==> config.mk <==
export PLATFORM = sky130hd
export DESIGN_NAME = frac_mac
export DESIGN_NICKNAME = d
export VERILOG_FILES = /design/src/rtl/frac_mac_pkg.sv /design/src/rtl/frac_mac_product.sv /design/src/rtl/frac_mac_accum.sv /design/src/rtl/frac_mac.sv
export SDC_FILE = /design/constraint.sdc
export NUM_CORES = 1
export LEC_CHECK = 0
export BUFFER_PORTS_ARGS = -buffer_cell sky130_fd_sc_hd__buf_2
export CORE_UTILIZATION = 60
export DETAILED_ROUTE_END_ITERATION = 16
export GPL_TIMING_DRIVEN = 1
export PLACE_DENSITY = 0.78
export SYNTH_ARGS = -nofsm -noshare
export SYNTH_HDL_FRONTEND = slang
export SYNTH_SLANG_ARGS = --single-unit
==> constraint.sdc <==
create_clock -name clk_i -period 12.1 [get_ports clk_i]
set_input_delay 1.21 -clock clk_i [delete_from_list [all_inputs] [get_ports clk_i]]
set_output_delay 1.21 -clock clk_i [all_outputs]
set_load 0.03 [all_outputs]
==> src/rtl/frac_mac_pkg.sv <==
package frac_mac_pkg;
  typedef enum logic [1:0] {
    OP_LOAD = 2'd0,
    OP_ADD  = 2'd1,
    OP_SUB  = 2'd2,
    OP_NONE = 2'd3
  } mac_op_e;

  typedef enum logic [1:0] {
    MD_SS  = 2'd0,
    MD_SU  = 2'd1,
    MD_UU  = 2'd2,
    MD_UU3 = 2'd3
  } mac_mode_e;
endpackage

==> src/rtl/frac_mac_product.sv <==
module frac_mac_product
  import frac_mac_pkg::*;
#(
  parameter int OP_W  = 16,
  parameter int ACC_W = 40
) (
  input  logic [OP_W-1:0]  a_i,
  input  logic [OP_W-1:0]  b_i,
  input  mac_mode_e        mode_i,
  input  logic             frac_i,
  input  logic             sat_i,
  output logic [ACC_W-1:0] prod_o,
  output logic             clamp_o
);
  localparam int PX_W  = OP_W + 1;
  localparam int PR_W  = 2 * PX_W;
  localparam int RES_W = 2 * OP_W;
  localparam logic [ACC_W-1:0] PMAX = {{(ACC_W-RES_W+1){1'b0}}, {(RES_W-1){1'b1}}};

  logic signed [PX_W-1:0]  ax, bx;
  logic signed [PR_W-1:0]  raw;
  logic        [ACC_W-1:0] ext, scaled;
  logic                    a_sgn, b_sgn;

  always_comb begin
    a_sgn = (mode_i == MD_SS) || (mode_i == MD_SU);
    b_sgn = (mode_i == MD_SS);
    ax    = {a_sgn & a_i[OP_W-1], a_i};
    bx    = {b_sgn & b_i[OP_W-1], b_i};
    raw   = ax * bx;
  end

  // widen the product to the accumulator width
  generate
    if (ACC_W > PR_W) begin : g_ext
      assign ext = {{(ACC_W-PR_W){raw[PR_W-1]}}, raw};
    end else begin : g_trunc
      assign ext = raw[ACC_W-1:0];
    end
  endgenerate

  always_comb begin
    scaled  = frac_i ? {ext[ACC_W-2:0], 1'b0} : ext;
    clamp_o = sat_i && (mode_i == MD_SS) && ($signed(scaled) > $signed(PMAX));
    prod_o  = clamp_o ? PMAX : scaled;
  end
endmodule

==> src/rtl/frac_mac_accum.sv <==
module frac_mac_accum
  import frac_mac_pkg::*;
#(
  parameter int OP_W  = 16,
  parameter int ACC_W = 40
) (
  input  logic [ACC_W-1:0] acc_i,
  input  logic [ACC_W-1:0] prod_i,
  input  mac_op_e          op_i,
  input  logic             sat_en_i,
  output logic [ACC_W-1:0] nxt_o,
  output logic             clamp_o
);
  localparam int SUM_W = ACC_W + 2;
  localparam int RES_W = 2 * OP_W;
  localparam logic [SUM_W-1:0] RMAX = {{(SUM_W-RES_W+1){1'b0}}, {(RES_W-1){1'b1}}};
  localparam logic [SUM_W-1:0] RMIN = {{(SUM_W-RES_W+1){1'b1}}, {(RES_W-1){1'b0}}};

  logic signed [SUM_W-1:0] acc_x, prod_x, sum;
  logic                    over_hi, over_lo;

  always_comb begin
    acc_x  = {{2{acc_i[ACC_W-1]}}, acc_i};
    prod_x = {{2{prod_i[ACC_W-1]}}, prod_i};
    unique case (op_i)
      OP_ADD:  sum = acc_x + prod_x;
      OP_SUB:  sum = acc_x - prod_x;
      OP_LOAD: sum = prod_x;
      default: sum = acc_x;
    endcase
    over_hi = sum > $signed(RMAX);
    over_lo = sum < $signed(RMIN);
    clamp_o = sat_en_i && (over_hi || over_lo);
    if (sat_en_i && over_hi)      nxt_o = RMAX[ACC_W-1:0];
    else if (sat_en_i && over_lo) nxt_o = RMIN[ACC_W-1:0];
    else                          nxt_o = sum[ACC_W-1:0];
  end
endmodule

==> src/rtl/frac_mac.sv <==
module frac_mac
  import frac_mac_pkg::*;
#(
  parameter int OP_W  = 16,
  parameter int GRD_W = 8
) (
  input  logic                    clk_i,
  input  logic                    rst_ni,
  input  logic                    valid_i,
  input  logic [1:0]              op_i,
  input  logic [1:0]              mode_i,
  input  logic                    frac_i,
  input  logic                    sat_i,
  input  logic [OP_W-1:0]         a_i,
  input  logic [OP_W-1:0]         b_i,
  output logic [2*OP_W+GRD_W-1:0] acc_o,
  output logic                    sat_flag_o
);
  localparam int ACC_W = 2 * OP_W + GRD_W;
  localparam int RES_W = 2 * OP_W;
  localparam logic [ACC_W-1:0] A_MAX = {{(GRD_W+1){1'b0}}, {(RES_W-1){1'b1}}};
  localparam logic [ACC_W-1:0] A_MIN = {{(GRD_W+1){1'b1}}, {(RES_W-1){1'b0}}};

  mac_op_e          op;
  mac_mode_e        mode;
  logic [ACC_W-1:0] acc_q, prod, nxt;
  logic             flag_q, p_clamp, r_clamp, take;

  assign op   = mac_op_e'(op_i);
  assign mode = mac_mode_e'(mode_i);
  assign take = valid_i && (op != OP_NONE);

  frac_mac_product #(.OP_W(OP_W), .ACC_W(ACC_W)) u_prod (
    .a_i    (a_i),
    .b_i    (b_i),
    .mode_i (mode),
    .frac_i (frac_i),
    .sat_i  (sat_i),
    .prod_o (prod),
    .clamp_o(p_clamp)
  );

  frac_mac_accum #(.OP_W(OP_W), .ACC_W(ACC_W)) u_acc (
    .acc_i   (acc_q),
    .prod_i  (prod),
    .op_i    (op),
    .sat_en_i(sat_i && (mode == MD_SS)),
    .nxt_o   (nxt),
    .clamp_o (r_clamp)
  );

  always_ff @(posedge clk_i or negedge rst_ni) begin
    if (!rst_ni) begin
      acc_q  <= '0;
      flag_q <= 1'b0;
    end else if (take) begin
      acc_q  <= nxt;
      flag_q <= flag_q | p_clamp | r_clamp;
    end
  end

  assign acc_o      = acc_q;
  assign sat_flag_o = flag_q;

  AST_HOLD_IDLE: assert property (@(posedge clk_i) disable iff (!rst_ni)
    !(valid_i && op_i != 2'd3) |=> $stable(acc_o));
  AST_SAT_WINDOW: assert property (@(posedge clk_i) disable iff (!rst_ni)
    (valid_i && op_i != 2'd3 && mode_i == 2'd0 && sat_i) |=>
      ($signed(acc_o) <= $signed(A_MAX) && $signed(acc_o) >= $signed(A_MIN)));
  AST_FLAG_STICKY: assert property (@(posedge clk_i) disable iff (!rst_ni)
    sat_flag_o |=> sat_flag_o);
  AST_NO_CLAMP_UNSIGNED: assert property (@(posedge clk_i) disable iff (!rst_ni)
    (mode_i != 2'd0 && !sat_flag_o) |=> !sat_flag_o);
  AST_UNSCALED_LOAD: assert property (@(posedge clk_i) disable iff (!rst_ni)
    (op_i == 2'd0 && !frac_i && !sat_flag_o) |=> !sat_flag_o);
endmodule

==> summary.md, run 1 <==
| Metric | Value |
|---|---|
| Outcome | finished with violations |
| Failing checks | DRC |
| Register area | 1026 sq um |
| Compound-Gate Fraction of Synth Area | 0.1736 |
| CTS tree | yes |
| Yosys top cell by area | fa_1 |
| CP startpoint kind | primary input |
| Min cycle time layout | 11,800 ps |
| Synth Area in Adders | 0.4318 |
| CP endpoint kind | register |
| Fmax | 0.08475 GHz |
| Syn Inst Count | 2,135 |
| Fin. Hold Viols | 0 |
| Global Route Usage Sum | 0.3020 |
| First-pass GRT wire length | 74.24 mm |
| Commonest non-fill, non-tap cell in the layout | inv_1 |
| Wl on met1 | 17.93 mm |
| Post-DRT Antenna Nets | 0 |
| Critical-path top delay cell | or4_4 |
| Max cap viols | 0 |
| Multiplexer share of the synthesized area | 0.008376 |
| Worst Path Arrival | 12,020 ps |
| WL met2 | 22.40 mm |
| Syn avg cell area | 8.186 sq um |
| Drt first pass iters | 13 |
| Slew at the pin with the worst max-slew slack | 1007 ps |
| Mapped Area | 17,480 sq um |
| Clock sinks | 41 |
| Seq/Total Area, Yosys | 0.05871 |
| Detailed Place HPWL | 35.22 mm |
| Initial antenna violation count | 0 |
| Normalized max-slew margin | 0.3284 |
| Crit path required time | 12,320 ps |
| Slew Limit Fails | 0 |
| # rows | 62 |
| Reg clk slew, reported paths | 70 ps |
| Starting density of the core | 0.6089 |
| Top post-synthesis cells by area | fa_1 (34%), ha_1 (9.2%), inv_1 (8.1%) |
| Synth Net Count | 2,601 |
| # nets final | 2,671 |
| Fin crit share | 0.9752 |
| Chip Width | 172.7 um |
| Commonest non-fill, non-tap cells in the layout | inv_1 (374), fa_1 (296), nand2_1 (268) |
| Highest routed layer | met4 |
| Area growth from synthesis to layout | 9.557% |
| Vias per cell | 5.893 |
| Setup Skew | 8.242 ps |
| Final setup vio count | 0 |
| Boundary Pins | 82 |
| Number of flops mapped to enable cells by yosys | 0 |
| Yosys warning count | 0 |
| Vias | 15,260 |
| Layout fillers | 2,431 |
| Vias in the first global route | 15,680 |
| Synth async-reset ratio | 1.000 |
| Die Ht | 172.7 um |
| Fin area | 19,150 sq um |
| Drt initial violations | 1,106 |
| H-tree depth | 2 |
| Hold-fix buffers at CTS | 0 |
| Synth top area share | 0.3402 |
| RePlAce Congestion | 0.9701 |
| ANT cells | 0 |
| Simple-gate portion of the synthesized area | 0.1732 |
| Synth cell types | 89 |
| Synth Flop Type | dfrtp_1 |
| Drt drc | 1 |
| Core Box Area | 28,700 sq um |
| WL met3 | 2.274 mm |
| Drt total wl | 44.41 mm |
| DR WL/cell | 17.15 um |
| Clk buf depth | 2 |
| WHS | 523.6 ps |
| Multi-input gate area | 14,900 sq um |
| Flop and latch count out of synthesis | 41 |
| WS Path Type | primary input to register |
| Crit-path max cell delay | 570 ps |
| Cts bufs inserted | 5 |
| Clk_lat worst skew | 300 ps |
| GRT overflow | 0 |
| Hold WC Path Type | register to register |
| DP Area | 18,440 sq um |
| XOR/XNOR share of the synthesized area | 0.04940 |
| Crit path max fanout | 16 |
| Die ar. | 29,810 sq um |
| Largest net degree at the start of global routing | 82 |
| Largest family of logic cells by synthesized area | adder cells |
| PortBufs | 81 |
| Root buf cell | clkbuf_16 |
| Share of layout cells above drive strength 1 | 0.1274 |
## critical path, delay by kind of cell
kind / cells / cell delay (ps)
adder cells (fa/ha/maj): 8 / 3710
AND/OR/NAND/NOR: 11 / 2660
AO/OA/AOI/OAI: 12 / 2450
buffers and inverters: 12 / 1690
XOR/XNOR: 2 / 270
## cell families (layout without fill, tap and decap cells)
kind of cell | count (synthesis) | after routing
AND/OR/NAND/NOR | 634 | 634
flip-flops | 41 | 41
multiplexers | 14 | 14
adder cells (fa/ha/maj) | 425 | 425
AO/OA/AOI/OAI | 443 | 443
XOR/XNOR | 97 | 97
buffers and inverters | 481 | 552
## what timing repair did
action / CTS / global route
setup endpoints to repair: 0 / 41
setup buffers: 0 / 25
gates resized for setup: 0 / 67
## sequential cells by signal, summed over array words and instances, names as in the netlist
name        flops
sat_flag_o      1
acc_o          40
## cells in the mapped netlist, types with 6 or more instances
| cell type | count |
|---|---|
| and2_1 | 133 |
| inv_1 | 376 |
| o21a_1 | 12 |
| nor2_1 | 96 |
| a2111oi_0 | 7 |
| a211oi_1 | 16 |
| buf_1 | 7 |
| or3_1 | 8 |
| nand2b_1 | 14 |
| xor2_1 | 30 |
| a31oi_1 | 17 |
| and3_1 | 15 |
| o31ai_1 | 12 |
| ha_1 | 128 |
| nor2b_1 | 10 |
| mux2i_1 | 9 |
| a221o_1 | 28 |
| o21bai_1 | 9 |
| a21o_1 | 20 |
| nor3_1 | 21 |
| xnor2_1 | 66 |
| o211ai_1 | 12 |
| dfrtp_1 | 41 |
| clkbuf_1 | 89 |
| nand3_1 | 29 |
| fa_1 | 297 |
| a21oi_1 | 134 |
| nand4_1 | 6 |
| o21ai_1 | 38 |
| o21ai_0 | 50 |
| nand2_1 | 273 |
| a21oi_2 | 22 |
| a211o_1 | 7 |
## final timing paths
check / startpoint / to / depth (start not counted) / slack (ps)
max: a_i[15] / acc_o[0] / 45 / 300
min: acc_o[6] / acc_o[6] / 2 / 520
max reg2reg: acc_o[0] / acc_o[0] / 21 / 7530
min reg2reg: acc_o[6] / acc_o[6] / 2 / 520
max in group asynchronous: rst_ni / acc_o[35] / 1 / 10390
min in group asynchronous: rst_ni / acc_o[7] / 1 / 1070
## layer usage
| layer | up-vias | global-route usage |
|---|---|---|
| met5 | - | 0 |
| met4 | 0 | 0.1150 |
| met3 | 146 | 0.02529 |
| met2 | 534 | 0.5343 |
| met1 | 7552 | 0.3853 |
| li1 | 7031 | - |
## through the flow
step / setup WS (ps) / instances / setup TNS, ps / utilization
finish: 300.1 / 2590 / 0 / 0.6671
global route: -205.7 / 2590 / -6358 / 0.6671
floorplan: 101.9 / 2135 / 0 / -
global placement: 76.56 / 2554 / 0 / 0.6424
CTS: 28.29 / 2562 / 0 / 0.6484
detailed placement: -225.7 / 2554 / -5493 / 0.6424
## cell type report
class,instances,share of cell area
inverters,378,0.07410
clock inverters,1,0.001568
clock buffers,7,0.007450
multi-input cells,1613,0.7781
repair buffers,166,0.06012
well taps,384,0.02509
flip-flops and latches,41,0.05358
Power of run 1 is not shown: default switching activity piles up to over one toggle a cycle in this logic, so the estimate is an artifact.
==> inputs of run 2 (changes only) <==
--- a/config.mk
+++ b/config.mk
@@ -6,10 +6,12 @@
 export NUM_CORES = 1
 export LEC_CHECK = 0
 export BUFFER_PORTS_ARGS = -buffer_cell sky130_fd_sc_hd__buf_2
-export CORE_UTILIZATION = 60
+export CELL_PAD_IN_SITES_DETAIL_PLACEMENT = 1
+export CELL_PAD_IN_SITES_GLOBAL_PLACEMENT = 1
+export CORE_UTILIZATION = 54
 export DETAILED_ROUTE_END_ITERATION = 16
 export GPL_TIMING_DRIVEN = 1
-export PLACE_DENSITY = 0.78
+export PLACE_DENSITY_LB_ADDON = 0.1
 export SYNTH_ARGS = -nofsm -noshare
 export SYNTH_HDL_FRONTEND = slang
 export SYNTH_SLANG_ARGS = --single-unit
==> run 2 against run 1 <==
  * The flow now finishes without violations
  * Design area about the same
  * Worst hold slack worse by 69 ps
  * Routed wire length up 19%
  * Critical endpoint is now acc_o[3]
==> summary.md, run 2 (same netlist as run 1, synthesis figures left out) <==
| Metric | Value |
|---|---|
| RePlAce Congestion | 0.9037 |
| Largest net degree at the start of global routing | 82 |
| Worst hold path cell count | 1 |
| Fin crit share | 0.9938 |
| Worst Path Arrival | 12,230 ps |
| Crit-path max cell delay | 700 ps |
| First-pass GRT wire length | 86.62 mm |
| Most frequent CP cell | fa_1 |
| Root buf cell | clkbuf_16 |
| WHS Endpoint | sat_flag_o |
| Share of layout cells above drive strength 1 | 0.1274 |
| Initial antenna violation count | 0 |
| Reg2Reg Setup Slack | 7430 ps |
| Starting density of the core | 0.5510 |
| Placed insts | 2,583 |
| Critical-path top delay cell | a2111oi_0 |
| Fmax | 0.08316 GHz |
| Area growth from synthesis to layout | 9.529% |
| Commonest non-fill, non-tap cells in the layout | inv_1 (375), fa_1 (295), nand2_1 (269) |
| CTS tree | yes |
| Drt drc | 0 |
| CP endpoint kind | register |
| Setup Skew | 8.083 ps |
| Reg2Reg Launch Point | acc_o[0] |
| CP startpoint kind | primary input |
| CP Launch Point | mode_i[1] |
| Delay-heaviest family, CP | adder cells |
| Worst R2R End | acc_o[3] |
| PortBufs | 81 |
| Non-Filler Instances | 2,608 |
| Hold Crit Start | sat_flag_o |
| Commonest non-fill, non-tap cell in the layout | inv_1 |
| Clk buf depth | 2 |
| Detailed Place HPWL | 43.05 mm |
| DR WL/cell | 20.33 um |
| Hold WC Path Type | register to register |
| Normalized max-slew margin | 0.3765 |
| Fin. Hold Viols | 0 |
| H-tree depth | 2 |
| DP Worst Slack | -447.9 ps |
| Drt initial violations | 767 |
| Reg clk slew, reported paths | 60 ps |
| Path depth of the worst reg2reg path | 21 |
| Hold-fix buffers at CTS | 0 |
| Drt total wl | 53.01 mm |
| Cts bufs inserted | 5 |
| Vias per cell | 5.938 |
| Final setup vio count | 0 |
| Slew Limit Fails | 0 |
| Chip Width | 181.9 um |
| Global Route Usage Sum | 0.3287 |
| Die Ht | 181.9 um |
| Vias in the first global route | 17,370 |
| Crit path required time | 12,310 ps |
| Clock sinks | 41 |
| Crit path max fanout | 13 |
| Post-DRT Antenna Nets | 0 |
| Clk_lat worst skew | 290 ps |
| ANT cells | 0 |
| Buf+Inv Stages, Crit Path | 9 |
| Slew at the pin with the worst max-slew slack | 935.2 ps |
| # nets final | 2,671 |
| Max FFs per register | 40 |
| Vias | 15,490 |
| Boundary Pins | 82 |
| Outcome | complete, no violations |
| Die ar. | 33,090 sq um |
| GRT overflow | 0 |
| Core Box Area | 31,720 sq um |
| WS Path Type | primary input to register |
| Max cap viols | 0 |
| Drt first pass iters | 5 |
| Min cycle time layout | 12,020 ps |
| Setup TNS | 0 ps |
| # rows | 65 |
| Setup ws final | 75.23 ps |
[run 2: changes by cell type in the layout (fill, tap and decap cells not counted), moves of 4 or more]
cell / delta
buf_2: -5
clkbuf_4: +5
ha_1: -5
ha_2: +4
[run 2: worst max-delay path by stage]
stage,endpoint,cells past startpoint,slack [ps]
3_3_place_gp,acc_o[0],41,4
5_1_grt,acc_o[7],45,-360
3_5_place_dp,acc_o[0],45,-450
4_1_cts,acc_o[0],45,20
6_report,acc_o[3],45,80
2_1_floorplan,acc_o[1],45,100
[run 2: layer usage]
| metal | wire length, um | vias to the layer above | global-route usage | part of all wire |
|---|---|---|---|---|
| met5 | 0 | - | 0 | 0 |
| met4 | 1977 | 0 | 0.1190 | 0.037 |
| met3 | 1719 | 142 | 0.03570 | 0.032 |
| met2 | 27920 | 393 | 0.6077 | 0.53 |
| met1 | 21400 | 7930 | 0.3934 | 0.40 |
| li1 | - | 7022 | - | - |
[run 2: final cells by class]
type	instances	area, sq um
Inverter	378	1419
Timing Repair Buffer	166	1130
Fill cell	3895	12580
Sequential cell	41	1026
Tap cell	402	503.0
Multi-Input combinational cell	1613	14930
Clock buffer	8	136.4
[run 2: stage by stage]
step	utilization	hold slack (ps)	area (sq um)
floorplan	-	658.9	17480
global placement	0.5843	443.4	18530
detailed placement	0.5843	445.6	18530
CTS	0.5904	460.3	18730
global route	0.6035	470.1	19140
finish	0.6035	454.3	19140
[run 2: timing repair]
action | 4_1_cts | 5_1_grt
buffers inserted | 1 | 15
resized for setup | 12 | 61
endpoints found under the setup margin | 37 | 41
gates cloned | 0 | 1
pin swaps | 1 | 18
Power of run 2 is left out for the same reason.
